`config.mk`:
```
export PLATFORM = sky130hd
export DESIGN_NAME = pwrfail_seq
export DESIGN_NICKNAME = d
export VERILOG_FILES = /design/src/rtl/pwrfail_seq_pkg.sv /design/src/rtl/pf_sync_chain.sv /design/src/rtl/pf_debounce.sv /design/src/rtl/ack_timer.sv /design/src/rtl/pwrfail_seq.sv
export SDC_FILE = /design/constraint.sdc
export NUM_CORES = 1
export LEC_CHECK = 0
export BUFFER_PORTS_ARGS = -buffer_cell sky130_fd_sc_hd__buf_2
export CAP_MARGIN = 20
export CORE_MARGIN = 3
export CORE_UTILIZATION = 49
export DETAILED_ROUTE_END_ITERATION = 8
export PLACE_DENSITY = 0.71
export SETUP_SLACK_MARGIN = 0.05
export SLEW_MARGIN = 10
export SYNTH_ARGS = -nofsm -noshare
export SYNTH_HDL_FRONTEND = slang
export SYNTH_HIERARCHICAL = 1
export SYNTH_SLANG_ARGS = --single-unit
```
`constraint.sdc`:
```
create_clock -name clk -period 1.7 [get_ports clk]
set_input_delay 0.085 -clock clk [delete_from_list [all_inputs] [get_ports clk]]
set_output_delay 0.085 -clock clk [all_outputs]
set_load 0.005 [all_outputs]
```
`src/rtl/pwrfail_seq_pkg.sv`:
```
package pwrfail_seq_pkg;
  typedef enum logic [2:0] {
    ST_IDLE    = 3'd0,
    ST_FLUSH_W = 3'd1,
    ST_SREF_W  = 3'd2,
    ST_CMPL    = 3'd3,
    ST_SAVE    = 3'd4,
    ST_OFF     = 3'd5
  } seq_st_t;
endpackage

```
`src/rtl/pf_sync_chain.sv`:
```
module pf_sync_chain #(
  parameter int STAGES = 2
) (
  input  logic clk,
  input  logic rst_n,
  input  logic d_in,
  output logic q_out
);
  logic [STAGES-1:0] stg;

  for (genvar i = 0; i < STAGES; i++) begin : g_stage
    if (i == 0) begin : g_first
      always_ff @(posedge clk or negedge rst_n) begin
        if (!rst_n) stg[0] <= 1'b0;
        else        stg[0] <= d_in;
      end
    end else begin : g_rest
      always_ff @(posedge clk or negedge rst_n) begin
        if (!rst_n) stg[i] <= 1'b0;
        else        stg[i] <= stg[i-1];
      end
    end
  end

  assign q_out = stg[STAGES-1];
endmodule

```
`src/rtl/pf_debounce.sv`:
```
module pf_debounce #(
  parameter int HOLD = 4
) (
  input  logic clk,
  input  logic rst_n,
  input  logic lvl_in,
  output logic stable_out
);
  localparam int CW = $clog2(HOLD + 1);
  localparam logic [CW-1:0] HOLD_V = CW'(HOLD);

  logic [CW-1:0] run_cnt;

  always_ff @(posedge clk or negedge rst_n) begin
    if (!rst_n)              run_cnt <= '0;
    else if (!lvl_in)        run_cnt <= '0;
    else if (run_cnt != HOLD_V) run_cnt <= run_cnt + 1'b1;
  end

  assign stable_out = (run_cnt == HOLD_V);
endmodule

```
`src/rtl/ack_timer.sv`:
```
module ack_timer #(
  parameter int LIMIT = 32
) (
  input  logic clk,
  input  logic rst_n,
  input  logic clr,
  input  logic en,
  output logic expired
);
  localparam int TW = (LIMIT > 1) ? $clog2(LIMIT) : 1;
  localparam logic [TW-1:0] LAST = TW'(LIMIT - 1);

  logic [TW-1:0] tcnt;

  always_ff @(posedge clk or negedge rst_n) begin
    if (!rst_n)               tcnt <= '0;
    else if (clr)             tcnt <= '0;
    else if (en && !expired)  tcnt <= tcnt + 1'b1;
  end

  assign expired = (tcnt == LAST);
endmodule

```
`src/rtl/pwrfail_seq.sv`:
```
module pwrfail_seq
  import pwrfail_seq_pkg::*;
#(
  parameter int SYNC_STAGES  = 2,
  parameter int DEBOUNCE_CYC = 4,
  parameter int ACK_TIMEOUT  = 32
) (
  input  logic clk,
  input  logic rst_n,
  input  logic pwr_fail_in,
  input  logic flush_done,
  input  logic selfref_done,
  input  logic save_done,
  output logic adr_req,
  output logic adr_done,
  output logic save_go,
  output logic rails_off,
  output logic timeout_flag
);
  logic    pf_synced;
  logic    pf_stable;
  logic    waiting;
  logic    tmo_exp;
  logic    tmo_hit;
  logic    ack_now;
  seq_st_t st, nxt;

  pf_sync_chain #(.STAGES(SYNC_STAGES)) u_sync (
    .clk(clk), .rst_n(rst_n), .d_in(pwr_fail_in), .q_out(pf_synced)
  );

  pf_debounce #(.HOLD(DEBOUNCE_CYC)) u_deb (
    .clk(clk), .rst_n(rst_n), .lvl_in(pf_synced), .stable_out(pf_stable)
  );

  ack_timer #(.LIMIT(ACK_TIMEOUT)) u_tmr (
    .clk(clk), .rst_n(rst_n), .clr(nxt != st), .en(waiting), .expired(tmo_exp)
  );

  assign waiting = (st == ST_FLUSH_W) || (st == ST_SREF_W) || (st == ST_SAVE);
  assign tmo_hit = waiting && tmo_exp;

  always_comb begin
    case (st)
      ST_FLUSH_W: ack_now = flush_done;
      ST_SREF_W:  ack_now = selfref_done;
      ST_SAVE:    ack_now = save_done;
      default:    ack_now = 1'b0;
    endcase
  end

  always_comb begin
    nxt = st;
    case (st)
      ST_IDLE:    if (pf_stable) nxt = ST_FLUSH_W;
      ST_FLUSH_W: if (ack_now) nxt = ST_SREF_W; else if (tmo_hit) nxt = ST_SAVE;
      ST_SREF_W:  if (ack_now) nxt = ST_CMPL;   else if (tmo_hit) nxt = ST_SAVE;
      ST_CMPL:    nxt = ST_SAVE;
      ST_SAVE:    if (ack_now || tmo_hit) nxt = ST_OFF;
      ST_OFF:     nxt = ST_OFF;
      default:    nxt = ST_IDLE;
    endcase
  end

  always_ff @(posedge clk or negedge rst_n) begin
    if (!rst_n) st <= ST_IDLE;
    else        st <= nxt;
  end

  always_ff @(posedge clk or negedge rst_n) begin
    if (!rst_n)                  timeout_flag <= 1'b0;
    else if (tmo_hit && !ack_now) timeout_flag <= 1'b1;
  end

  assign adr_req   = (st != ST_IDLE);
  assign adr_done  = (st == ST_CMPL);
  assign save_go   = (st == ST_SAVE) || (st == ST_OFF);
  assign rails_off = (st == ST_OFF);
endmodule

```
==> flow_metrics.tcl, run 1 <==
set metrics [dict create \
    htreeDepth 1 \
    yosys_warnings 6 \
    grt_start_max_net_pins 15 \
    hp-class "in2reg" \
    wire_per_inst_um 13.81 \
    violations "negative setup slack" \
    leakage_uw 0.0005133 \
    synth_compound_area_share_pct 13.70 \
    synthCells 81 \
    worstReg2RegStart "u_tmr/tcnt[0]$_DFFE_PN0P_" \
    antenna_left 0 \
    cts_made_buffers 3 \
    crit_path_top_delay_cell "dfrtp_1" \
    maxCapViolCount 0 \
    met1_usage_pct 24.88 \
    synth_cell_type_count 39 \
    ys_seq_area_share_pct 42.17 \
    synth_mux_area_share_pct 4.819 \
    wl_um 1699 \
    arrival_ns 1.93 \
    postSynthAreaPerCell_um2 10.26 \
    synth_top_family_by_area "simple AND/OR/NAND/NOR gates" \
    grtUsageMet3_pct 4.981 \
    cts_tree "built" \
    status "complete, but fails checks" \
    synth_fp_nets 91 \
    fin_worst_skew_ns 0.01006 \
    final_layout_size_suffix_gt1_share_pct 44.86 \
    die_height_um 47.18 \
    io_pins 11 \
    place_congestion 0.7835 \
    power_uw 970.6 \
    hp-start "flush_done" \
    overflow 0 \
    rows 14 \
    slew_violations 0 \
    path_class "reg2reg" \
    period_needed_ns 1.715 \
    cts.clk_slew.worst_paths_ns 0.10 \
    layout.nets 118 \
    finalWorstSetupSlack_ns -0.01509 \
    syn_area_um2 830.8 \
    synth-async-reset-ratio_pct 100.0 \
    rsz0062_at_grt "yes" \
    fin_crit_sh_pct 100.9 \
    synth-edff-count 0 \
    fillCellCount 110 \
    worst_ir_drop_vdd_mv 0.6123 \
    antenna_found_initial 0 \
    cp.required_ns 1.91 \
    initial_core_util_pct 53.29 \
    die-area_mm2 0.002225 \
    synth.ff_latch_count 14 \
    synth_top_flop_cell "dfrtp_1" \
    dr.pass1.iters 4 \
    seqCellArea_um2 351.6 \
    clock_sinks 14 \
    setup_viol 3 \
    die_x_um 47.18 \
    grt_usage_pct 17.98 \
    grt_pass1_wl_um 2739 \
    max_slew.worst_pin.slew_ns 0.3211 \
    synth-adder-area-share_pct 6.024 \
    cp-end-kind "flop" \
    insertion_delay_ns 0.29 \
    cts_root_buf "clkbuf_4" \
    synthSimpleGateAreaFrac_pct 25.75 \
    placed_cells 114 \
    dp_hpwl_um 1236 \
    grt_pass1_vias 641 \
    place.port_buffers 10 \
    drc 0 \
    stdcell_count 123 \
    crit_path_max_fanout 5 \
    drt_iter0_drc 10 \
    fmax_ghz 0.5831 \
    met2_usage_pct 25.20 \
    core_area_mm2 0.001559 \
    areaGrowthSynthToFinish_pct 33.28 \
    clock_path_buffers 2 \
    top_usage_layer "met2" \
    critPathBufInv 0 \
    multi_input_area_um2 494.2 \
    max_stage_delay_ns 0.40 \
    max_slew_margin_pct 78.36 \
    synthXorXnorAreaFrac_pct 2.108 \
    critPathTopFamily "compound AO/OA/AOI/OAI gates" \
    hold_violations 0 \
    power.density_mw_per_mm2 876.5 \
    fin_util_pct 71.03 \
    diodes 0 \
    crit_chain "ha_2 > and3_4 > ha_4 > nor4b_4 > o31ai_2 > o2111ai_4 > a21oi_2" \
    critPathLaunchType "flop" \
    via_count 681 \
    via_per_inst 5.537 \
    startpoint "u_tmr/tcnt[0]$_DFFE_PN0P_" \
]
## logic make-up after synthesis
family                     Yosys count
adders and majority gates            4
and+or+nand+nor                     30
buffers and inverters               11
DFF                                 14
AOI/OAI and AO/OA                   16
muxes                                4
xor gates and xnor gates             2
## per-stage QoR
| stage | setup WS, ns | hold WS [ns] | TNS, ns | area [um^2] |
|---|---|---|---|---|
| 2_1_floorplan | 0.03965 | -0.2106 | 0 | 865.8 |
| 3_3_place_gp | -0.01868 | -0.005475 | -0.02021 | 999.7 |
| 3_5_place_dp | -0.08529 | -0.005699 | -0.3566 | 999.7 |
| 4_1_cts | -0.009948 | 0.05028 | -0.009948 | 1076 |
| 5_1_grt | -0.1139 | 0.05616 | -0.5872 | 1107 |
| 6_report | -0.01509 | 0.05918 | -0.02249 | 1107 |
## layer usage
metal,part of all wire (%),routed length [um]
met1,48,812
met2,50,852
met5,0,0
met3,2.0,34
met4,0,0
## what timing repair did
item,CTS,global route
gates resized for setup,1,5
hold buffers,2,0
endpoints found under the hold margin,15,0
setup buffers,2,1
setup endpoints to repair,6,9
pin swaps,8,2
## state kept, by name, indices dropped and copies added (netlist names)
signal,flops
st,3
u_sync/q_out,1
u_tmr/tcnt,5
timeout_flag,1
u_sync/stg,1
u_deb/run_cnt,3
## cells in the mapped netlist, drive strengths merged, types with 3 or more instances
cell type | instances | area, um^2
ha | 4 | 50.05
and4bb | 3 | 41.29
nand2b | 3 | 18.77
nor2 | 6 | 22.52
dfrtp | 14 | 350.3
inv | 7 | 26.28
mux2i | 4 | 40.04
o21ai | 6 | 37.53
## cell usage in the layout, fill, tap and decap left out, types with 2 or more instances in the layout
| master | Yosys | final |
|---|---|---|
| nor2_1 | 6 | 6 |
| xor2_1 | 2 | 2 |
| nand3b_1 | 2 | 2 |
| dfrtp_1 | 14 | 13 |
| nand4_1 | 2 | 2 |
| nand3_1 | 2 | 2 |
| o21ai_0 | 3 | 3 |
| nand2_1 | 2 | 2 |
| buf_2 | 2 | 10 |
| ha_1 | 4 | 2 |
| o21ai_2 | 2 | 2 |
| and4bb_2 | 2 | 2 |
| dlygate4sd3_1 | 0 | 2 |
| inv_1 | 5 | 5 |
| nand2b_1 | 3 | 3 |
| clkbuf_4 | 0 | 3 |
| inv_2 | 2 | 2 |
| mux2i_1 | 4 | 4 |
| buf_4 | 0 | 13 |
## final cells by class
cell class	count	area share, %
Clock buffer	4	3.277
Inverter	7	2.373
Multi-Input combinational cell	56	44.63
Sequential cell	14	31.75
Tap cell	16	1.808
Timing Repair Buffer	26	16.16
## path summary, 6_finish.rpt
| kind | end | slack [ns] | cells past startpoint |
|---|---|---|---|
| max in group asynchronous | st[0]$_DFF_PN0_ | 1.24 | 2 |
| setup reg to reg | u_tmr/tcnt[3]$_DFFE_PN0P_ | -0.02 | 7 |
| hold / removal | st[1]$_DFF_PN0_ | 0.06 | 3 |
| min in group asynchronous | st[1]$_DFF_PN0_ | 0.21 | 2 |
| hold reg to reg | u_sync/q_out$_DFF_PN0_ | 0.35 | 0 |
| setup / recovery | u_tmr/tcnt[3]$_DFFE_PN0P_ | -0.02 | 7 |
## worst reg2reg max path: cells and delay by family (launching register included)
kind,cells,cell delay [ns]
DFF,1,0.40
and+or+nand+nor,2,0.28
AOI/OAI and AO/OA,3,0.61
adders and majority gates,2,0.35
## power breakdown
group | internal [uW] | switching (uW)
registers | 396 | 52.1
logic | 158 | 117
clock network | 130 | 117
total | 685 | 286
(Power assumes the default switching activity.)
==> run 2: changes to the inputs <==
--- a/config.mk
+++ b/config.mk
@@ -5,6 +5,7 @@
 export SDC_FILE = /design/constraint.sdc
 export NUM_CORES = 1
 export LEC_CHECK = 0
+export ABC_AREA = 1
 export BUFFER_PORTS_ARGS = -buffer_cell sky130_fd_sc_hd__buf_2
 export CAP_MARGIN = 20
 export CORE_MARGIN = 3
==> run 2 against run 1 <==
Sequential power is 21% lower. Worst hold slack better by 0.051 ns. Routed wire length is 6.3% higher. Largest power group unchanged. The run still ends with negative setup slack left. Fmax is 6.9% lower. Flip-flop and latch count stayed put. Core utilization is 0.34 points lower.
==> flow_metrics.tcl, run 2 <==
set metrics [dict create \
    maxCapViolCount 0 \
    dp_hpwl_um 1230 \
    layout_commonest_cell "nand2_1" \
    ys_seq_area_share_pct 43.21 \
    synth_common_cells "nand2_1, nor2_1, dfrtp_1" \
    areaGrowthSynthToFinish_pct 32.87 \
    io_pins 11 \
    worst_ir_drop_vdd_mv 0.4655 \
    synth.most_common_cell "nand2_1" \
    cts.clk_slew.worst_paths_ns 0.09 \
    fin_crit_sh_pct 108.3 \
    setup_viol 6 \
    synthCells 103 \
    fillCellCount 116 \
    final_layout_size_suffix_gt1_share_pct 41.67 \
    via_per_inst 5.230 \
    die_x_um 46.68 \
    diodes 0 \
    setup_tns_ns -0.6373 \
    layout.nets 143 \
    internal_power_uw 498.3 \
    postSynthAreaPerCell_um2 7.872 \
    syn_area_um2 810.8 \
    drc 0 \
    core_area_mm2 0.001524 \
    placed_cells 137 \
    p_sw_share_pct 23.56 \
    max_slew.worst_pin.slew_ns 0.3220 \
    hp-start "flush_done" \
    insertion_delay_ns 0.29 \
    violations "negative setup slack" \
    synth_top_area_share_pct 43.21 \
    rows 14 \
    cts_root_buf "clkbuf_4" \
    finalWorstSetupSlack_ns -0.1413 \
    critPathLaunchType "flop" \
    grt_usage_pct 18.72 \
    design_area_mm2 0.001077 \
    hp-class "in2reg" \
    slew_violations 0 \
    dr.pass1.iters 4 \
    grt_start_max_net_pins 15 \
    synth.ff_latch_count 14 \
    hold-worst-slack_ns 0.1098 \
    die_height_um 46.68 \
    placed_area_um2 945.9 \
    power_frac_comb_pct 7.7 \
    seqPwrFrac_pct 54.4 \
    wire_per_inst_um 12.20 \
    cp-end-kind "flop" \
    reg.largest.list "u_tmr/tcnt (5), st (3), u_deb/run_cnt (3)" \
    clock_sinks 14 \
    top_register "u_tmr/tcnt" \
    yosys_warnings 6 \
    synth_fp_nets 113 \
    max_slew_margin_pct 78.53 \
    largest_reg_flops 5 \
    wl_um 1806 \
    via_count 774 \
    antenna_left 0 \
    grt_pass1_vias 652 \
    cts_tree "built" \
    synth_area_leader_cell "dfrtp_1" \
    synth_cell_type_count 20 \
    overflow 0 \
    fmax_ghz 0.5431 \
    period_needed_ns 1.841 \
    arrival_ns 2.03 \
    cp.required_ns 1.89 \
    rsz0062_at_grt "yes" \
    drt_iter0_drc 24 \
    grt_pass1_wl_um 2746 \
    synth_top_flop_cell "dfrtp_1" \
    power.share.clock_pct 38.0 \
    power.switching_uw 153.6 \
    place_congestion 0.8958 \
    preCtsSetupSlack_ns -0.07475 \
    startpoint "u_tmr/tcnt[1]$_DFFE_PN0P_" \
    clock_path_buffers 2 \
    initial_core_util_pct 53.20 \
    mostFrequentLayoutCells "nand2_1, nor2_1, dfrtp_1" \
    leakage_uw 0.0005861 \
    synth-async-reset-ratio_pct 100.0 \
    crit_path_max_fanout 4 \
    die-area_mm2 0.002179 \
    fin_worst_skew_ns 0.007487 \
    antenna_found_initial 0 \
    synth-edff-count 0 \
    path_class "reg2reg" \
    worstReg2RegStart "u_tmr/tcnt[1]$_DFFE_PN0P_" \
    power.density_mw_per_mm2 605.1 \
    place.port_buffers 10 \
    status "complete, but fails checks" \
    synth_area_leaders "dfrtp_1, nand2_1, nor2_1" \
    cts_made_buffers 3 \
    htreeDepth 1 \
    stdcell_count 148 \
    hold_violations 0 \
]
## run 2: kinds of logic (layout without fill, tap and decap cells)
logic type / count (synthesis) / in the layout / share of synthesized area (%)
buffers and inverters: 16 / 45 / 7.408
DFF: 14 / 14 / 43.21
and+or+nand+nor: 62 / 62 / 37.81
AOI/OAI and AO/OA: 7 / 7 / 5.402
adders and majority gates: 4 / 4 / 6.173
## run 2: per-layer routing
metal	global-route usage [%]	routed length [um]	vias to the layer above
li1	-	-	395
met2	29.67	841	16
met5	0	0	-
met4	6.630	40	0
met1	22.35	850	359
met3	8.203	72	4
## run 2: worst max-delay path, stage by stage (launching register included)
cell and delay [ns]:
dfrtp_1 0.38, ha_2 0.19, nand2_2 0.05, nor2_2 0.10
ha_2 0.20, inv_2 0.05, o31ai_2 0.20, nand2_1 0.14
nand2_2 0.10, a21oi_2 0.06, nand3_2 0.10, inv_2 0.05
o21ai_1 0.08, nor2_1 0.05
## run 2: repair_timing
action                                  CTS  global route
endpoints found under the setup margin    5             6
hold buffers                              2             0
gates resized for setup                   8             4
pin swaps                                 5             4
hold endpoints to repair                 15             0
setup buffers                             2             3
## run 2: power groups by stage
stage,sequential [uW],combinational [uW],clock [uW]
final,355,49.9,247
after detailed placement,361,47.4,0
after global routing,356,57.0,271
after global placement,360,45.7,0
after floorplan,358,24.2,0
after CTS,355,50.9,258
## run 2: worst paths after layout
check | to | slack [ns] | depth (start not counted)
setup / recovery | u_tmr/tcnt[1]$_DFFE_PN0P_ | -0.14 | 13
hold / removal | st[1]$_DFF_PN0_ | 0.11 | 3
setup reg to reg | u_tmr/tcnt[1]$_DFFE_PN0P_ | -0.14 | 13
hold reg to reg | u_sync/q_out$_DFF_PN0_ | 0.37 | 0
max in group asynchronous | u_deb/run_cnt[0]$_DFFE_PN0P_ | 1.24 | 2
min in group asynchronous | u_tmr/tcnt[1]$_DFFE_PN0P_ | 0.21 | 2
## run 2: metrics by stage
stage          total power, uW  utilization [%]
6_report                 651.8            70.69
5_1_grt                  683.9            70.69
4_1_cts                  663.4            68.39
3_5_place_dp             408.6            62.07
3_3_place_gp             405.9            62.07
2_1_floorplan            382.2                -
## run 2: cell type report
cell class                      count  area [um^2]  area share, %
Multi-Input combinational cell     73        435.4          40.42
Timing Repair Buffer               25        175.2          16.26
Clock buffer                        4        36.28          3.368
Inverter                           16        60.06          5.575
Tap cell                           16        20.02          1.858
Sequential cell                    14        350.3          32.52
==> run 3: changes to the inputs <==
--- a/config.mk
+++ b/config.mk
@@ -10,8 +10,10 @@
 export CAP_MARGIN = 20
 export CORE_MARGIN = 3
 export CORE_UTILIZATION = 49
+export CTS_CLUSTER_SIZE = 30
 export DETAILED_ROUTE_END_ITERATION = 8
 export PLACE_DENSITY = 0.71
+export REMOVE_ABC_BUFFERS = 1
 export SETUP_SLACK_MARGIN = 0.05
 export SLEW_MARGIN = 10
 export SYNTH_ARGS = -nofsm -noshare
==> run 3 against run 2 <==
The flow still finishes with violations (negative setup slack). Flip-flop and latch count is the same. Design area grew 2.2%. Core utilization increased by 1.6 points. Highest routed layer unchanged. Fmax up 3.6%. Routed wire length rose by 10%. Global-route usage up 0.61 points.
==> flow_metrics.tcl, run 3 (synthesis results as in run 2) <==
set metrics [dict create \
    mostFrequentLayoutCells "nand2_1, nor2_1, dfrtp_1" \
    crit_path_max_fanout 4 \
    critPathTopFamily "simple AND/OR/NAND/NOR gates" \
    seqPwrFrac_pct 54.1 \
    slew_violations 0 \
    dp_hpwl_um 1248 \
    power_frac_comb_pct 7.9 \
    layout_commonest_cell "nand2_1" \
    max_slew_margin_pct 78.80 \
    critPathBufInv 2 \
    wl_um 1992 \
    areaGrowthSynthToFinish_pct 35.80 \
    overflow 0 \
    cp.required_ns 1.92 \
    critPathLaunchType "flop" \
    die_x_um 46.68 \
    fin_worst_skew_ns 0.008589 \
    placed_area_um2 955.9 \
    grt_pass1_wl_um 2898 \
    drc 0 \
    design_area_mm2 0.001101 \
    insertion_delay_ns 0.29 \
    fmax_ghz 0.5627 \
    leakage_uw 0.0006032 \
    setup_tns_ns -0.3041 \
    fin_crit_sh_pct 104.5 \
    period_needed_ns 1.777 \
    reg2reg_depth 13 \
    initial_core_util_pct 53.20 \
    path_class "reg2reg" \
    rsz0062_at_grt "yes" \
    grt_usage_pct 19.33 \
    final_layout_size_suffix_gt1_share_pct 42.42 \
    status "complete, but fails checks" \
    worstReg2RegStart "u_tmr/tcnt[1]$_DFFE_PN0P_" \
    clock_sinks 14 \
    violations "negative setup slack" \
    diodes 0 \
    reg.largest.list "u_tmr/tcnt (5), st (3), u_deb/run_cnt (3)" \
    place_congestion 0.8162 \
    setup_viol 5 \
    placed_cells 139 \
    internal_power_uw 498.9 \
    grt_pass1_vias 717 \
    worst_ir_drop_vdd_mv 0.3379 \
    hp-class "in2reg" \
    core_area_mm2 0.001524 \
    antenna_found_initial 0 \
    cts_tree "built" \
    stdcell_count 148 \
    die-area_mm2 0.002179 \
    layout.nets 143 \
    hold_violations 0 \
    fin_util_pct 72.25 \
    via_per_inst 5.527 \
    power.share.clock_pct 38.0 \
    cts.clk_slew.worst_paths_ns 0.09 \
    grt_start_max_net_pins 15 \
    maxCapViolCount 0 \
    htreeDepth 1 \
    io_pins 11 \
    fillCellCount 116 \
    drt_iter0_drc 26 \
    power.switching_uw 153.1 \
    crit_end "u_tmr/tcnt[0]$_DFFE_PN0P_" \
    power.density_mw_per_mm2 592.2 \
    wire_per_inst_um 13.46 \
    cp_num_cells 13 \
    dr.pass1.iters 6 \
    reg2reg_to "u_tmr/tcnt[0]$_DFFE_PN0P_" \
    p_sw_share_pct 23.49 \
    arrival_ns 2.00 \
    r2r_slack_ns -0.08 \
    cts_root_buf "clkbuf_4" \
    max_stage_delay_ns 0.39 \
    top_register "u_tmr/tcnt" \
    rows 14 \
    max_slew.worst_pin.slew_ns 0.3180 \
    cp-end-kind "flop" \
    clock_path_buffers 2 \
    antenna_left 0 \
    startpoint "u_tmr/tcnt[1]$_DFFE_PN0P_" \
    die_height_um 46.68 \
    cts_made_buffers 3 \
    crit_chain "ha_2 > nand2_2 > nor2_4 > ha_4 > inv_4 > nand4_1 > nand2_1 > nand3_2 > nand2_2 > nand3_2 > inv_2 > nand2_1 > nor2_1" \
    crit_path_top_delay_cell "dfrtp_1" \
    finalWorstSetupSlack_ns -0.07724 \
    place.port_buffers 10 \
    via_count 818 \
    largest_reg_flops 5 \
]
-- run 3: cell counts in the layout (fill, tap and decap cells not counted) --
No cell type changed its count.
-- run 3: per-layer routing --
layer | share of wire, % | vias to the layer above | GRT usage [%]
met5 | 0 | - | 0
met4 | 2.2 | 0 | 11.05
met3 | 4.1 | 6 | 3.516
met2 | 53 | 15 | 34.07
met1 | 41 | 400 | 21.39
li1 | - | 397 | -
-- run 3: layout make-up --
type                       count  area [um^2]  share of cell area [%]
sequential                    14        350.3                   31.82
tap                           16        20.02                   1.818
inverter                      16        62.56                   5.682
clock buffer                   4        36.28                   3.295
timing repair buffer          25        171.4                   15.57
multi-input combinational     73        460.4                   41.82
-- run 3: worst register-to-register path: cells and delay by family, from the launching register on --
kind,cells,cell delay (ns)
buf+inv,2,0.16
flops,1,0.39
fa+ha+maj,2,0.37
simple gates,9,0.80
-- run 3: worst min path at each step --
| stage | start | slack [ns] | end | cells after the start |
|---|---|---|---|---|
| floorplan | rst_n | -0.21 | st[0]$_DFF_PN0_ | 0 |
| global placement | rst_n | -0.003 | st[2]$_DFF_PN0_ | 1 |
| detailed placement | rst_n | 0.0001 | st[2]$_DFF_PN0_ | 1 |
| CTS | flush_done | 0.09 | st[1]$_DFF_PN0_ | 3 |
| global route | flush_done | 0.10 | st[1]$_DFF_PN0_ | 3 |
| finish | flush_done | 0.09 | st[1]$_DFF_PN0_ | 3 |
-- run 3: power groups by stage --
stage               combinational (uW)  clock, uW  sequential, uW
global route                      58.3        273             355
detailed placement                50.1          0             360
CTS                               53.9        253             354
floorplan                         24.2          0             358
finish                            51.5        248             353
global placement                  45.5          0             360
-- run 3: metrics by stage --
step                hold WS, ns  worst slack [ns]  power (uW)
finish                  0.09215          -0.07724       652.0
detailed placement    0.0001325           -0.1603       410.4
global route             0.1012           -0.1604       686.0
floorplan               -0.2106         -0.005479       382.2
global placement      -0.002746           -0.1490       405.1
CTS                     0.09041          -0.02931       660.6
-- run 3: timing repair --
action | CTS | global route
resized for setup | 12 | 8
hold endpoints to repair | 15 | 0
hold buffers | 2 | 0
endpoints found under the setup margin | 5 | 6
setup buffers | 2 | 3
pin swaps | 6 | 8
cloned | 0 | 0
